File: src/rtl/dsl_pkg.sv
package dsl_pkg;
  typedef enum logic [1:0] {
    SH_EMPTY = 2'd0,  // no result since reset: pass-through
    SH_FLAG  = 2'd1,  // done flag presented
    SH_SHIFT = 2'd2   // shifting result and chain data
  } sh_state_e;

  function automatic int unsigned cnt_width(input int unsigned n);
    return (n > 1) ? $clog2(n) : 1;
  endfunction
endpackage

File: src/rtl/dsl_edge_det.sv
module dsl_edge_det #(
  parameter bit IDLE = 1'b0,
  parameter bit FALL = 1'b0
) (
  input  logic clk_i,
  input  logic rst_ni,
  input  logic d_i,
  output logic lvl_o,
  output logic edge_o
);
  logic smp_q, prv_q;

  always_ff @(posedge clk_i or negedge rst_ni) begin
    if (!rst_ni) begin
      smp_q <= IDLE;
      prv_q <= IDLE;
    end else begin
      smp_q <= d_i;
      prv_q <= smp_q;
    end
  end

  assign lvl_o = smp_q;

  generate
    if (FALL) begin : g_fall
      assign edge_o = prv_q & ~smp_q;
    end else begin : g_rise
      assign edge_o = smp_q & ~prv_q;
    end
  endgenerate
endmodule

File: src/rtl/dsl_conv_timer.sv
module dsl_conv_timer #(
  parameter int unsigned CONV_CYCLES = 24
) (
  input  logic clk_i,
  input  logic rst_ni,
  input  logic start_i,
  output logic busy_o,
  output logic done_o
);
  localparam int unsigned CW = dsl_pkg::cnt_width(CONV_CYCLES);
  localparam logic [CW-1:0] LAST = CW'(CONV_CYCLES - 1);

  logic [CW-1:0] cnt_q;
  logic          busy_q;

  always_ff @(posedge clk_i or negedge rst_ni) begin
    if (!rst_ni) begin
      busy_q <= 1'b0;
      cnt_q  <= '0;
    end else if (!busy_q) begin
      if (start_i) begin
        busy_q <= 1'b1;
        cnt_q  <= LAST;
      end
    end else if (cnt_q == '0) begin
      busy_q <= 1'b0;
    end else begin
      cnt_q <= cnt_q - 1'b1;
    end
  end

  assign busy_o = busy_q;
  assign done_o = busy_q && (cnt_q == '0);

  a_r2_hold: assert property (@(posedge clk_i) disable iff (!rst_ni)
    (busy_q && cnt_q != '0) |=> busy_q);
  a_r2_end: assert property (@(posedge clk_i) disable iff (!rst_ni)
    done_o |=> !busy_q);
  a_r3_start_src: assert property (@(posedge clk_i) disable iff (!rst_ni)
    $rose(busy_q) |-> $past(start_i));
  a_r3_no_restart: assert property (@(posedge clk_i) disable iff (!rst_ni)
    (busy_q && start_i && cnt_q != '0) |=> (cnt_q == $past(cnt_q) - 1'b1));
endmodule

File: src/rtl/dsl_out_shift.sv
module dsl_out_shift #(
  parameter int unsigned DATA_W = 16
) (
  input  logic              clk_i,
  input  logic              rst_ni,
  input  logic              load_i,
  input  logic [DATA_W-1:0] sample_i,
  input  logic              shift_i,
  input  logic              chain_i,
  input  logic              busy_i,
  output logic              sdo_o
);
  import dsl_pkg::*;

  sh_state_e         st_q;
  logic [DATA_W-1:0] sreg_q;

  always_ff @(posedge clk_i or negedge rst_ni) begin
    if (!rst_ni) begin
      st_q   <= SH_EMPTY;
      sreg_q <= '0;
    end else if (load_i) begin
      st_q   <= SH_FLAG;
      sreg_q <= sample_i;
    end else if (shift_i) begin
      if (st_q == SH_FLAG) begin
        st_q <= SH_SHIFT;  // first edge only drops the flag
      end else begin
        sreg_q <= {sreg_q[DATA_W-2:0], chain_i};
      end
    end
  end

  always_comb begin
    if (busy_i)              sdo_o = 1'b0;
    else if (st_q == SH_FLAG) sdo_o = 1'b1;
    else                     sdo_o = sreg_q[DATA_W-1];
  end

  a_r5_load: assert property (@(posedge clk_i) disable iff (!rst_ni)
    load_i |=> (st_q == SH_FLAG) && (sreg_q == $past(sample_i)));
  a_r6_first_edge: assert property (@(posedge clk_i) disable iff (!rst_ni)
    (st_q == SH_FLAG && shift_i && !load_i) |=> $stable(sreg_q));
  a_r7_chain_in: assert property (@(posedge clk_i) disable iff (!rst_ni)
    (st_q == SH_SHIFT && shift_i && !load_i) |=> (sreg_q[0] == $past(chain_i)));
endmodule

File: src/rtl/dsl_chain_port.sv
module dsl_chain_port #(
  parameter int unsigned DATA_W      = 16,
  parameter int unsigned CONV_CYCLES = 24
) (
  input  logic              clk_i,
  input  logic              rst_ni,
  input  logic              conv_start_i,
  input  logic              sclk_i,
  input  logic              chain_i,
  input  logic [DATA_W-1:0] sample_i,
  output logic              sdo_o,
  output logic              busy_o
);
  logic cnv_lvl, cnv_rise, sclk_lvl, sclk_fall;
  logic conv_done, shift_en;

  dsl_edge_det #(.IDLE(1'b0), .FALL(1'b0)) u_cnv_det (
    .clk_i (clk_i), .rst_ni(rst_ni), .d_i(conv_start_i),
    .lvl_o (cnv_lvl), .edge_o(cnv_rise)
  );

  dsl_edge_det #(.IDLE(1'b1), .FALL(1'b1)) u_sclk_det (
    .clk_i (clk_i), .rst_ni(rst_ni), .d_i(sclk_i),
    .lvl_o (sclk_lvl), .edge_o(sclk_fall)
  );

  dsl_conv_timer #(.CONV_CYCLES(CONV_CYCLES)) u_timer (
    .clk_i  (clk_i), .rst_ni(rst_ni), .start_i(cnv_rise),
    .busy_o (busy_o), .done_o(conv_done)
  );

  // readout only with convert low and no conversion in flight
  assign shift_en = sclk_fall && !cnv_lvl && !busy_o;

  dsl_out_shift #(.DATA_W(DATA_W)) u_shift (
    .clk_i   (clk_i), .rst_ni(rst_ni), .load_i(conv_done),
    .sample_i(sample_i), .shift_i(shift_en), .chain_i(chain_i),
    .busy_i  (busy_o), .sdo_o(sdo_o)
  );

  a_r8_ignore_edge: assert property (@(posedge clk_i) disable iff (!rst_ni)
    (sclk_fall && cnv_lvl && !busy_o) |=> $stable(sdo_o));
  a_r9_fall_src: assert property (@(posedge clk_i) disable iff (!rst_ni)
    sclk_fall |-> (!sclk_lvl && $past(sclk_lvl)));
  a_r4_quiet: assert property (@(posedge clk_i) disable iff (!rst_ni)
    $rose(busy_o) |-> !sdo_o);
endmodule

File: config.mk
export PLATFORM = sky130hd
export DESIGN_NAME = dsl_chain_port
export DESIGN_NICKNAME = d
export VERILOG_FILES = /design/src/rtl/dsl_pkg.sv /design/src/rtl/dsl_edge_det.sv /design/src/rtl/dsl_conv_timer.sv /design/src/rtl/dsl_out_shift.sv /design/src/rtl/dsl_chain_port.sv
export SDC_FILE = /design/constraint.sdc
export NUM_CORES = 1
export LEC_CHECK = 0
export BUFFER_PORTS_ARGS = -buffer_cell sky130_fd_sc_hd__buf_4
export CAP_MARGIN = 30
export CORE_MARGIN = 1.5
export CORE_UTILIZATION = 60
export CTS_BUF_LIST = sky130_fd_sc_hd__clkbuf_8
export CTS_CLUSTER_SIZE = 14
export DETAILED_ROUTE_END_ITERATION = 6
export PLACE_DENSITY = 0.84
export SLEW_MARGIN = 30
export SYNTH_ARGS = -nofsm -noshare
export SYNTH_HDL_FRONTEND = slang
export SYNTH_SLANG_ARGS = --single-unit
File: constraint.sdc
create_clock -name clk_i -period 3.4 [get_ports clk_i]
set_clock_uncertainty 0.05 [all_clocks]
set_input_delay 0.85 -clock clk_i [delete_from_list [all_inputs] [get_ports clk_i]]
set_output_delay 0.85 -clock clk_i [all_outputs]
set_load 0.1 [all_outputs]
* Word-level counts from Yosys, hierarchy flattened
Cells that the tools add are included.
W data, S select, Z words.
** Word-level totals
- Bits of input ports :: 21
- Logic and storage cells :: 42
- Register bits after elaboration :: 28
- Output and inout port bits :: 2
** Operators by class
- Reduce and logical (&&, ||, !) cells :: 12
- Equality and inequality tests :: 3
- Multiplexer cells :: 14
- Add/subtract/negate cells :: 1
- Bitwise logic cells :: 4
** Operators with widths (count)
- $mux W16 :: 3
- $mux W5 :: 3
- $mux W2 :: 3
- $reduce_and A2 Y1 :: 3
- $reduce_bool A2 Y1 :: 3
- $logic_not A5 Y1 :: 1
- $mux W1 :: 5
- $sub A5 B1 Y5 const B :: 1
- $ne A2 B2 Y1 const B :: 2
- $logic_and A1 B1 Y1 :: 3
- $and A1 B1 Y1 :: 2
- $eq A2 B1 Y1 const B :: 1
- $logic_not A1 Y1 :: 2
- $not A1 Y1 :: 2

* Logic depth before layout (Yosys ltp)
Gate-level depths: netlist (run 1).
- Depth after elaboration :: 6
- Mapped depth :: 8
- Mapped depth without buffers :: 5

* Hierarchy
A second synthesis (run 1) with hierarchy kept.
** Unflattened totals
- Cell total of the unflattened synthesis :: 122
- Area total of the unflattened synthesis :: 1400.1 um^2
** Modules (own cells, without submodules)
- dsl_out_shift :: times used 1, cells an instance 84, area an instance 945.9 um^2, seq. area each 450.4 um^2
- dsl_conv_timer :: times used 1, cells an instance 31, area an instance 311.5 um^2, seq. area each 150.1 um^2
- dsl_edge_det at u_sclk_det :: times used 1, cells an instance 3, area an instance 66.3 um^2, seq. area each 52.6 um^2
- dsl_edge_det at u_cnv_det :: times used 1, cells an instance 3, area an instance 63.8 um^2, seq. area each 50.0 um^2
- dsl_chain_port :: times used 1, cells an instance 1, area an instance 12.5 um^2, seq. area each 0.0 um^2

* Least setup slack after synthesis (run 1)
Ideal clock, no wire load.
- Path type :: reg2out
- From :: reg u_timer.busy_q (netlist: u_timer.busy_o)
- To :: out sdo_o
- Cell stages (with the launch flop) :: 3
- Slack :: 0.124 ns
- Required time :: 2.500 ns
- Path buffers :: 1
- Arrival :: 2.376 ns
- Path through :: dfrtp_1 > clkbuf_1 > nor2_1
** On the way
- Longest elaborated chain between the ends :: 1
** RTL lines
- from (decl) :: RTL line dsl_conv_timer.sv:14 : logic busy_q;
- from (signal assigned) :: RTL line dsl_conv_timer.sv:18 : busy_q <= 1'b0;
- from (signal assigned) :: RTL line dsl_conv_timer.sv:22 : busy_q <= 1'b1;
- from (signal assigned) :: RTL line dsl_conv_timer.sv:26 : busy_q <= 1'b0;
- $mux W1 :: RTL line dsl_out_shift.sv:35 : if (busy_i) sdo_o = 1'b0;
- to (decl) :: RTL line dsl_chain_port.sv:11 : output logic sdo_o,
Every way passes these cells.

* Worst setup path after layout (run 1)
- From :: reg u_shift.st_q[1]
- To :: out sdo_o
** On the way
- Longest elaborated chain between the ends :: 3
** RTL lines
- from (decl) :: RTL line dsl_out_shift.sv:15 : sh_state_e st_q;
- from (signal assigned) :: RTL line dsl_out_shift.sv:20 : st_q <= SH_EMPTY;
- from (signal assigned) :: RTL line dsl_out_shift.sv:23 : st_q <= SH_FLAG;
- from (signal assigned) :: RTL line dsl_out_shift.sv:27 : st_q <= SH_SHIFT;
- $eq A2 B1 Y1 :: RTL line dsl_out_shift.sv:36 : else if (st_q == SH_FLAG) sdo_o = 1'b1;
- $mux W1 :: RTL line dsl_out_shift.sv:36
- $mux W1 :: RTL line dsl_out_shift.sv:35
Every way passes these cells.

==> results of run 1 <==
-- through the flow --
stage	area, µm²	power [mW]	hold slack [ps]	instances	utilization (%)
floorplan	1344	0.8953	326.0	138	-
global placement	1478	0.9755	334.3	175	72.37
detailed placement	1478	0.9986	336.3	175	72.37
CTS	1523	1.183	349.6	179	74.57
global route	1523	1.257	355.1	179	74.57
finish	1523	1.181	347.4	179	74.57
-- registers in the layout, indices dropped and copies added, names as in the netlist --
signal / cells
u_shift.st_q: 2
u_timer.busy_o: 1
u_timer.cnt_q: 5
u_shift.sreg_q: 16
u_cnv_det.prv_q: 1
u_sclk_det.lvl_o: 1
u_sclk_det.prv_q: 1
u_cnv_det.lvl_o: 1
-- Yosys cell counts --
| library cell | number | area, µm² |
|---|---|---|
| dfrtp_1 | 26 | 650.6 |
| nor4b_4 | 1 | 23.77 |
| ha_1 | 1 | 12.51 |
| nor2_1 | 3 | 11.26 |
| nand2b_1 | 1 | 6.260 |
| dfstp_2 | 2 | 52.55 |
| o21ai_1 | 11 | 55.05 |
| a31oi_1 | 18 | 112.6 |
| o31ai_1 | 1 | 7.510 |
| or3b_2 | 1 | 8.760 |
| a211oi_1 | 1 | 7.510 |
| nor3b_1 | 1 | 7.510 |
| nand3_1 | 17 | 85.08 |
| or4b_2 | 1 | 10.01 |
| a21oi_1 | 1 | 5.000 |
| nor3_1 | 16 | 80.08 |
| o21ai_0 | 7 | 35.03 |
| inv_1 | 2 | 7.510 |
| or2_1 | 1 | 6.260 |
| nand2_1 | 5 | 18.77 |
| or4b_1 | 2 | 20.02 |
| a311oi_1 | 1 | 8.760 |
| nor2b_1 | 1 | 6.260 |
| o21a_1 | 1 | 7.510 |
| and3_1 | 1 | 6.260 |
| clkbuf_1 | 7 | 26.28 |
| buf_2 | 4 | 20.02 |
| nand4bb_1 | 1 | 11.26 |
| buf_6 | 3 | 33.78 |
-- logic make-up after synthesis --
kind of cell             Yosys count  share of synthesized area, %
AND/OR/NAND/NOR                   52                         22.44
flip-flops                        28                         52.33
AO/OA/AOI/OAI                     41                         17.78
buffers and inverters             16                         6.518
adder cells (fa/ha/maj)            1                        0.9309
-- placed cells by master, fill, tap and decap left out, types with 2 or more instances in the layout --
cell type / instances
or4b_1: 2
nor3_1: 16
o21ai_0: 7
o21ai_1: 11
nand3_1: 17
a31oi_1: 18
dfrtp_1: 26
buf_4: 24
nor2_1: 3
clkbuf_8: 3
nand2_1: 5
dfstp_2: 2
inv_1: 3
-- final cells by class --
class	count	area [µm²]	share of cell area [%]
inverter	2	7.507	0.4930
clock inverter	1	3.754	0.2465
clock buffer	3	41.29	2.712
multi-input combinational	94	553.0	36.32
sequential	28	703.2	46.18
tap	27	33.78	2.219
timing repair buffer	24	180.2	11.83
-- layer usage --
layer / global-route usage, % / vias to the layer above / wire [µm]
met5: 0 / - / 0
met4: 10.36 / 0 / 43
met3: 2.679 / 5 / 84
met2: 42.54 / 24 / 1410
met1: 30.89 / 556 / 1260
li1: - / 537 / -
-- power by group through the flow --
stage | clock network, mW | logic (mW) | registers [mW]
floorplan | 0 | 0.324 | 0.571
global placement | 0 | 0.379 | 0.597
detailed placement | 0 | 0.393 | 0.605
CTS | 0.187 | 0.397 | 0.599
global route | 0.196 | 0.440 | 0.622
finish | 0.182 | 0.395 | 0.603
-- worst max-delay path, cell delays in order (launching register included) --
cell     delay, ps
dfrtp_1        410
nor2b_1        120
buf_4          210
nor2_1          60
nor2_1          90
buf_4          300
-- path summary, 6_finish.rpt --
check / slack [ps] / from / cells past startpoint / end
max in group asynchronous: 2570 / rst_ni / 1 / u_sclk_det.prv_q$_DFF_PN1_
setup reg to reg: 1380 / u_timer.busy_o$_DFF_PN0_ / 3 / u_shift.sreg_q[2]$_DFFE_PN0P_
setup / recovery: 1040 / u_shift.st_q[1]$_DFFE_PN0P_ / 5 / sdo_o
min in group asynchronous: 420 / rst_ni / 1 / u_shift.sreg_q[9]$_DFFE_PN0P_
hold / removal: 350 / u_sclk_det.lvl_o$_DFF_PN1_ / 0 / u_sclk_det.prv_q$_DFF_PN1_
hold reg to reg: 350 / u_sclk_det.lvl_o$_DFF_PN1_ / 0 / u_sclk_det.prv_q$_DFF_PN1_
==> summary.txt, run 1 <==
Outcome = finished, final reports clean
Max-slew violation count = 0
Synthesized area = 1344 µm²
Critical Path Start Type = flop
Syn Area/Cell = 9.738 µm²
Synthesized instance count = 138
Critical-path maximum fanout = 17
Worst Max-Slew Pin Slew = 833.5 ps
Initial Utilization = 65.81%
CP Capture Type = output port
Routability cong. = 0.7755
Clock sink count = 28
Crit path DAT = 1460 ps
Clock slew at reported path FFs = 90 ps
Initial antenna violation count = 0
Synth warn = 0
Die Width = 50.33 µm
Final setup TNS = 0 ps
GR Util All Layers = 24.47%
DRC viols = 0
NetSw = 0.4665 mW
Critical path class = flop to output port
Gr ovfl total = 0
Hold Path Class = flop to flop
Net Sw Frac = 39.50%
Leakage = 0.6233 nW
DIE AREA = 2533 µm²
Worst path required time = 2500 ps
Reg power frac = 51.1%
Power Dens Cells = 775.6 nW/µm²
Clock Path Buffers = 2
RSZ-0062 raised after global routing = false
Final wirelength = 2.799 mm
Worst skew pair latency = 270 ps
Post-route ant nets = 0
Layout cell share with drive strength beyond 1 = 21.05%
Antenna diodes = 0
CTS Buf Count = 3
Drt wl/cell = 15.64 µm
CTS tree = built
Clk pwr share = 15.5%
Fin crit share = 69.50%
Fin. Hold Viols = 0
Synth-to-layout area growth = 13.31%
Fillers = 159
CTS resizes = 0
Fmax = 423.2 MHz
Detail Placement HPWL = 1.823 mm
Max-slew headroom = 44.20%
Yosys reg bits = 28
Number of I/O port buffers = 22
Final WS setup = 1037 ps
Nets = 175
Core Area = 2042 µm²
Worst vdd rail ir drop = 0.5352 mV
Vias in the first global route = 1088
Via density = 6.268
# rows = 16
Drt initial violations = 16
Die Span Y = 50.33 µm
Ports = 23
Pre-CTS setup slack = 1352 ps
Mapped Nets = 160
Post-CTS setup buffers = 0
Logic pwr share = 33.5%
Via count = 1122
Max Cap Viol = 0
First-pass GRT wire length = 4.712 mm
Hold buffers post-CTS = 0
Int Pwr = 0.7145 mW
Largest net degree at the start of global routing = 29
Drt first pass iters = 4
H-tree depth = 1
Root Buffer = clkbuf_8
Distinct cell type count after synthesis = 29
Setup violations, final = 0
Final Critical Period = 2363 ps
Sequential element share of the synthesized area = 52.33%
No activity file was read; power rests on OpenSTA's default activity.
==> inputs of run 2 (changes only) <==
--- a/config.mk
+++ b/config.mk
@@ -8,11 +8,11 @@
 export BUFFER_PORTS_ARGS = -buffer_cell sky130_fd_sc_hd__buf_4
 export CAP_MARGIN = 30
 export CORE_MARGIN = 1.5
-export CORE_UTILIZATION = 60
+export CORE_UTILIZATION = 57
 export CTS_BUF_LIST = sky130_fd_sc_hd__clkbuf_8
 export CTS_CLUSTER_SIZE = 14
 export DETAILED_ROUTE_END_ITERATION = 6
-export PLACE_DENSITY = 0.84
+export PLACE_DENSITY = 0.81
 export SLEW_MARGIN = 30
 export SYNTH_ARGS = -nofsm -noshare
 export SYNTH_HDL_FRONTEND = slang
==> constraint.sdc (replaced) <==
create_clock -name clk_i -period 2.4 [get_ports clk_i]
set_clock_uncertainty 0.05 [all_clocks]
set_input_delay 0.6 -clock clk_i [delete_from_list [all_inputs] [get_ports clk_i]]
set_output_delay 0.6 -clock clk_i [all_outputs]
set_load 0.1 [all_outputs]
==> run 2 against run 1 <==
Against the previous run: worst hold slack got worse by 170 ps; critical endpoint unchanged; wire length increased by 4.4%; first-iteration DRC count rose by 38%; sequential power rose by 39%; worst setup slack got worse by 590 ps; final cell count increased by 1.7%; combinational power increased by 53%; clock power up 39%; via count rose by 1.4%; flip-flop and latch count stayed put; largest power group unchanged; die area up 4.9%; register-to-register slack worse by 860 ps.
==> summary.txt, run 2 (synthesized netlist as in run 1, its figures left out) <==
Outcome = finished, final reports clean
Number of I/O port buffers = 22 (unchanged)
Final wirelength = 2.922 mm (+4.4%)
Clock sink count = 28 (unchanged)
CTS Buf Count = 3 (unchanged)
Leakage = 0.6334 nW (+1.6%)
Ports = 23 (unchanged)
Setup violations, final = 0 (unchanged)
Drt wl/cell = 16.05 µm (+2.7%)
Die Span Y = 51.56 µm (+2.4%)
Final Critical Period = 1949 ps
Fin crit share = 81.20%
Clk pwr share = 14.9% (-0.6 points)
Antenna diodes = 0 (unchanged)
Hold Path Class = input port to async pin
Initial Utilization = 60.75% (-5.1 points)
CP Capture Type = output port
Fin. Hold Viols = 0 (unchanged)
Power Dens Cells = 1095 nW/µm² (+41%)
Fmax = 513.1 MHz
Via count = 1138 (+1.4%)
Critical path class = flop to output port
Hold Slack = 175.1 ps (-172.4 ps)
Final Non-Filler Cells = 182 (+1.7%)
DRC viols = 0 (unchanged)
Most frequent cells in the layout = buf_4 (26), dfrtp_1 (26), a31oi_1 (18)
Critical-path maximum fanout = 4 (-13)
RSZ-0062 raised after global routing = false
Max-slew violation count = 0 (unchanged)
Initial antenna violation count = 0 (unchanged)
Worst skew pair latency = 270 ps (about the same)
Clock Path Buffers = 2 (unchanged)
Post-CTS setup buffers = 0 (unchanged)
Drt initial violations = 22 (+6)
H-tree depth = 1 (unchanged)
Layout cell share with drive strength beyond 1 = 22.73% (+1.7 points)
Worst vdd rail ir drop = 0.7215 mV (+35%)
Worst path required time = 1750 ps (-750 ps)
Net Sw Frac = 39.59% (+0.093 points)
Int Pwr = 1.023 mW (+43%)
Biggest regs = u_shift.sreg_q x16, u_timer.cnt_q x5, u_shift.st_q x2
Root Buffer = clkbuf_8
Gr ovfl total = 0 (unchanged)
Critical Path Start Type = flop
Max Cap Viol = 0 (unchanged)
Logic pwr share = 35.6% (+2.1 points)
Routability cong. = 0.8122 (+4.7%)
GR Util All Layers = 24.20% (-0.27 points)
Reg power frac = 49.4% (-1.7 points)
CTS resizes = 0 (unchanged)
Synth-to-layout area growth = 15.08%
CTS tree = built
Final setup TNS = 0 ps (unchanged)
Die Width = 51.56 µm (+2.4%)
Worst Max-Slew Pin Slew = 627.1 ps (-206.4 ps)
Max-slew headroom = 58.19% (+14 points)
Detail Placement HPWL = 1.937 mm (+6.3%)
Core Area = 2212 µm² (+8.3%)
Post-route ant nets = 0 (unchanged)
NetSw = 0.6706 mW (+44%)
DIE AREA = 2658 µm² (+4.9%)
Hold buffers post-CTS = 0 (unchanged)
Vias in the first global route = 1085 (-0.28%)
Max FFs per register = 16 (unchanged)
Via density = 6.253 (-0.25%)
Drt first pass iters = 4 (unchanged)
Nets = 177 (+1.1%)
Post-Place Cells = 178 (+1.7%)
# rows = 17 (+1)
First-pass GRT wire length = 4.781 mm (+1.5%)
Largest net degree at the start of global routing = 29 (unchanged)
Crit path DAT = 1300 ps (-160 ps)
Clock slew at reported path FFs = 90 ps (about the same)
Biggest register = u_shift.sreg_q
## run 2: per-layer routing
metal	share of wire, %	track usage [%]	vias to the layer above
met1	45	31.53	555
met3	3.7	2.586	2
li1	-	-	549
met4	0.48	7.895	0
met5	0	0	-
met2	51	42.31	32
## run 2: path summary, 6_finish.rpt
check / cells past startpoint / endpoint / start / slack, ps
max: 4 / sdo_o / u_shift.st_q[1]$_DFFE_PN0P_ / 450
min: 1 / u_shift.sreg_q[10]$_DFFE_PN0P_ / rst_ni / 180
max reg2reg: 3 / u_shift.sreg_q[2]$_DFFE_PN0P_ / u_sclk_det.prv_q$_DFF_PN1_ / 520
min reg2reg: 0 / u_sclk_det.prv_q$_DFF_PN1_ / u_sclk_det.lvl_o$_DFF_PN1_ / 350
max in group asynchronous: 1 / u_sclk_det.lvl_o$_DFF_PN1_ / rst_ni / 1810
min in group clk_i: 0 / u_sclk_det.prv_q$_DFF_PN1_ / u_sclk_det.lvl_o$_DFF_PN1_ / 350
## run 2: critical path: stages, from the launching register on
cell and delay [ps]:
dfrtp_1 410, nor2b_1 160, nor2_1 90, nor2_4 80, buf_4 290
## run 2: per-stage QoR
step	cell area [µm²]	setup WS, ps	power, mW	utilization, %
after floorplan	1351	118.2	1.281	-
after global placement	1501	640.6	1.400	67.87
after detailed placement	1501	561.7	1.448	67.87
after CTS	1546	440.6	1.699	69.91
after global routing	1546	387.6	1.805	69.91
final	1546	451.1	1.694	69.91
## run 2: layout make-up
type	instances	area, µm²
inverter	2	7.507
multi-input combinational	94	560.5
tap	28	35.03
clock inverter	1	3.754
timing repair buffer	26	195.2
sequential	28	703.2
clock buffer	3	41.29
fill	173	665.6
## run 2: power by group through the flow
stage               registers, mW  logic (mW)  clock network [mW]
floorplan                   0.809       0.472                   0
global placement            0.824       0.576                   0
detailed placement          0.840       0.608                   0
CTS                         0.832       0.609               0.259
global route                0.856       0.671               0.277
finish                      0.837       0.603               0.253
==> inputs of run 3 (changes only) <==
--- a/config.mk
+++ b/config.mk
@@ -5,10 +5,11 @@
 export SDC_FILE = /design/constraint.sdc
 export NUM_CORES = 1
 export LEC_CHECK = 0
+export ABC_AREA = 1
 export BUFFER_PORTS_ARGS = -buffer_cell sky130_fd_sc_hd__buf_4
 export CAP_MARGIN = 30
 export CORE_MARGIN = 1.5
-export CORE_UTILIZATION = 57
+export CORE_UTILIZATION = 58
 export CTS_BUF_LIST = sky130_fd_sc_hd__clkbuf_8
 export CTS_CLUSTER_SIZE = 14
 export DETAILED_ROUTE_END_ITERATION = 6
==> constraint.sdc (replaced) <==
create_clock -name clk_i -period 1.95 [get_ports clk_i]
set_clock_uncertainty 0.05 [all_clocks]
set_input_delay 0.4875 -clock clk_i [delete_from_list [all_inputs] [get_ports clk_i]]
set_output_delay 0.4875 -clock clk_i [all_outputs]
set_load 0.1 [all_outputs]
==> run 3 against run 2 <==
Against the previous run: global-route usage is 2.0 points lower; sequential power is 21% higher; area after synthesis is 12% higher; flip-flop and latch count stayed put; worst hold slack worse by 120 ps; worst setup slack worse by 330 ps; clock power is 26% higher; design area is 11% higher; final cell count is 36% higher; critical path type unchanged.
==> summary.txt, run 3 <==
Reg-to-Reg End = u_shift.sreg_q[14]$_DFFE_PN0P_
CTS tree = built
Critical-path maximum fanout = 2 (-2)
Antenna diodes = 0 (unchanged)
Reg2reg path depth = 7 (+4)
Worst vdd rail ir drop = 0.9426 mV (+31%)
Final setup TNS = 0 ps (unchanged)
Initial antenna violation count = 0 (unchanged)
# rows = 18 (+1)
Final WS setup = 118.3 ps (-332.8 ps)
Clock sink count = 28 (unchanged)
Final Non-Filler Cells = 248 (+36%)
Max-slew headroom = 76.98% (+19 points)
Crit path DAT = 1290 ps (about the same)
Biggest regs = u_shift.sreg_q x16, u_timer.cnt_q x5, u_shift.st_q x2
Vias in the first global route = 1190 (+9.7%)
First-pass GRT wire length = 4.678 mm (-2.2%)
CTS Buf Count = 3 (unchanged)
Syn Area/Cell = 7.732 µm² (-21%)
Via density = 5.073 (-19%)
Nets = 241 (+36%)
XOR/XNOR share of the synthesized area = 0% (unchanged)
H-tree depth = 1 (unchanged)
Worst path required time = 1410 ps (-340 ps)
Die Width = 53.99 µm (+4.7%)
Fillers = 198 (+14%)
Drt wl/cell = 11.06 µm (-31%)
Simple-Gate Fraction of Synth Area = 28.63% (+6.2 points)
Synthesized area = 1508 µm² (+12%)
Post-synthesis mux area share = 0% (unchanged)
Post-synthesis adder-cell area fraction = 0.8299% (-0.10 points)
CP Capture Type = output port
Hold Slack = 56.50 ps (-118.5 ps)
Max FFs per register = 16 (unchanged)
Synth top area share = 43.15% (-5.3 points)
Biggest register = u_shift.sreg_q
Synth warn = 0 (unchanged)
Compound-cell area share of the yosys netlist = 8.465% (-9.3 points)
Fin crit share = 93.93%
Largest net degree at the start of global routing = 29 (unchanged)
Setup violations, final = 0 (unchanged)
Critical Path Start Type = flop
Ports = 23 (unchanged)
Die Span Y = 53.99 µm (+4.7%)
Max-slew violation count = 0 (unchanged)
Core Area = 2477 µm² (+12%)
Fin. Hold Viols = 0 (unchanged)
Clock slew at reported path FFs = 90 ps (about the same)
Top post-synthesis cells by area = dfrtp_1 (43%), nand2_1 (17%), inv_1 (11%), nand2_2 (4.1%), dfstp_2 (3.5%)
Routability cong. = 0.7412 (-8.7%)
Post-synth EDFFs = 0 (unchanged)
RR Startpoint = u_sclk_det.prv_q$_DFF_PN1_
Leakage = 0.9875 nW (+56%)
Worst skew pair latency = 280 ps (about the same)
Distinct cell type count after synthesis = 25 (-14%)
Drt initial violations = 20 (-9.1%)
Synthesized instance count = 195 (+41%)
Max Cap Viol = 0 (unchanged)
Outcome = finished, final reports clean
Drt first pass iters = 4 (unchanged)
Top cells by count, synth = nand2_1 (67), inv_1 (43), dfrtp_1 (26), nand2_2 (10), o21ai_0 (10)
Mapped Nets = 217 (+36%)
Critical path class = flop to output port
RSZ-0062 raised after global routing = false
Fmax = 545.9 MHz
Tot Pwr = 2.341 mW (+38%)
Final Critical Period = 1832 ps
Clock Path Buffers = 2 (unchanged)
Final wirelength = 2.744 mm (-6.1%)
Post-route ant nets = 0 (unchanged)
DIE AREA = 2914 µm² (+9.6%)
Largest family of logic cells by synthesized area = simple AND/OR/NAND/NOR gates
Sequential element share of the synthesized area = 46.64% (-5.7 points)
FFs w/ async S/R, synth = 100.0% (unchanged)
Top_reg_cell synth = dfrtp_1
Most common cell after layout, fill and taps aside = nand2_1
Most frequent cells in the layout = nand2_1 (67), inv_1 (44), dfrtp_1 (25)
R2R setup slack = 360 ps (-160 ps)
Layout cell share with drive strength beyond 1 = 24.77% (+2.0 points)
Yosys reg bits = 28 (unchanged)
Root Buffer = clkbuf_8
GR Util All Layers = 22.16% (-2.0 points)
Pre-CTS setup slack = 341.9 ps (-219.8 ps)
Yosys top cell by area = dfrtp_1
Hold buffers post-CTS = 0 (unchanged)
Multi-input gate area = 579.3 µm² (+3.3%)
Power Dens Cells = 1360 nW/µm² (+24%)
Detail Placement HPWL = 1.998 mm (+3.2%)
DRC viols = 0 (unchanged)
Initial Utilization = 60.86% (+0.11 points)
Gr ovfl total = 0 (unchanged)
Number of I/O port buffers = 22 (unchanged)
Hold Path Class = input port to async pin
Worst Max-Slew Pin Slew = 345.3 ps (-281.9 ps)
Register area = 704.4 µm² (+0.18%)
Synth-to-layout area growth = 14.19%
Most frequent cell after synthesis = nand2_1
Via count = 1258 (+11%)
Post-Place Cells = 244 (+37%)
## run 3: changes by cell type after synthesis, sizes merged, moves of 2 or more
cell,before,now
nor2,3,5
buf,7,5
nand4,0,2
a31oi,18,0
or4b,3,0
inv,2,45
clkbuf,7,0
nand3,17,7
nand2,5,78
o21ai,18,20
nor3,16,1
## run 3: per-layer routing
metal	wire length (µm)	global-route usage, %
met1	1155	25.31
met2	1458	40.85
met3	84	3.333
met4	46	9.167
met5	0	0
## run 3: kinds of logic (layout without fill, tap and decap cells)
logic type / count (synthesis) / after routing
fa+ha+maj: 1 / 1
compound gates: 21 / 21
buf+inv: 50 / 73
flops: 28 / 28
simple gates: 95 / 95
## run 3: timing repair
item                                   CTS  global route
setup endpoints to repair                0             1
endpoints found under the hold margin    0             0
resized for setup                        0             1
setup buffers                            0             0
## run 3: metrics by stage
| step | util [%] | area (µm²) |
|---|---|---|
| after detailed placement | 67.53 | 1673 |
| after global routing | 69.49 | 1722 |
| final | 69.49 | 1722 |
| after floorplan | - | 1516 |
| after global placement | 67.53 | 1673 |
| after CTS | 69.34 | 1718 |
## run 3: how the worst max path moves through the flow
stage                     slack [ps]  depth (start not counted)                   startpoint                             end
after floorplan                  220                          1     u_timer.busy_o$_DFF_PN0_                           sdo_o
after global placement           420                          6  u_shift.st_q[1]$_DFFE_PN0P_                           sdo_o
after detailed placement         340                          7   u_sclk_det.prv_q$_DFF_PN1_  u_shift.sreg_q[14]$_DFFE_PN0P_
after CTS                         50                          6  u_shift.st_q[1]$_DFFE_PN0P_                           sdo_o
after global routing              30                          6  u_shift.st_q[1]$_DFFE_PN0P_                           sdo_o
final                            120                          6  u_shift.st_q[1]$_DFFE_PN0P_                           sdo_o
## run 3: critical path: stages, from the launching register on
cell     delay (ps)
dfrtp_1         370
inv_1            60
nand2_1         100
inv_1            90
nor2_1           70
nor2_4          110
buf_6           220
## run 3: power by group
group | internal, mW | total, mW | switching, mW
Sequential | 0.842 | 1.01 | 0.171
Combinational | 0.349 | 1.01 | 0.659
Clock | 0.142 | 0.320 | 0.178
## run 3: cell type report
| type | instances | share of cell area (%) |
|---|---|---|
| sequential | 28 | 40.92 |
| multi-input combinational | 117 | 33.65 |
| timing repair buffer | 24 | 10.68 |
| inverter | 45 | 9.956 |
| clock buffer | 3 | 2.398 |
| tap | 30 | 2.180 |
| clock inverter | 1 | 0.2180 |
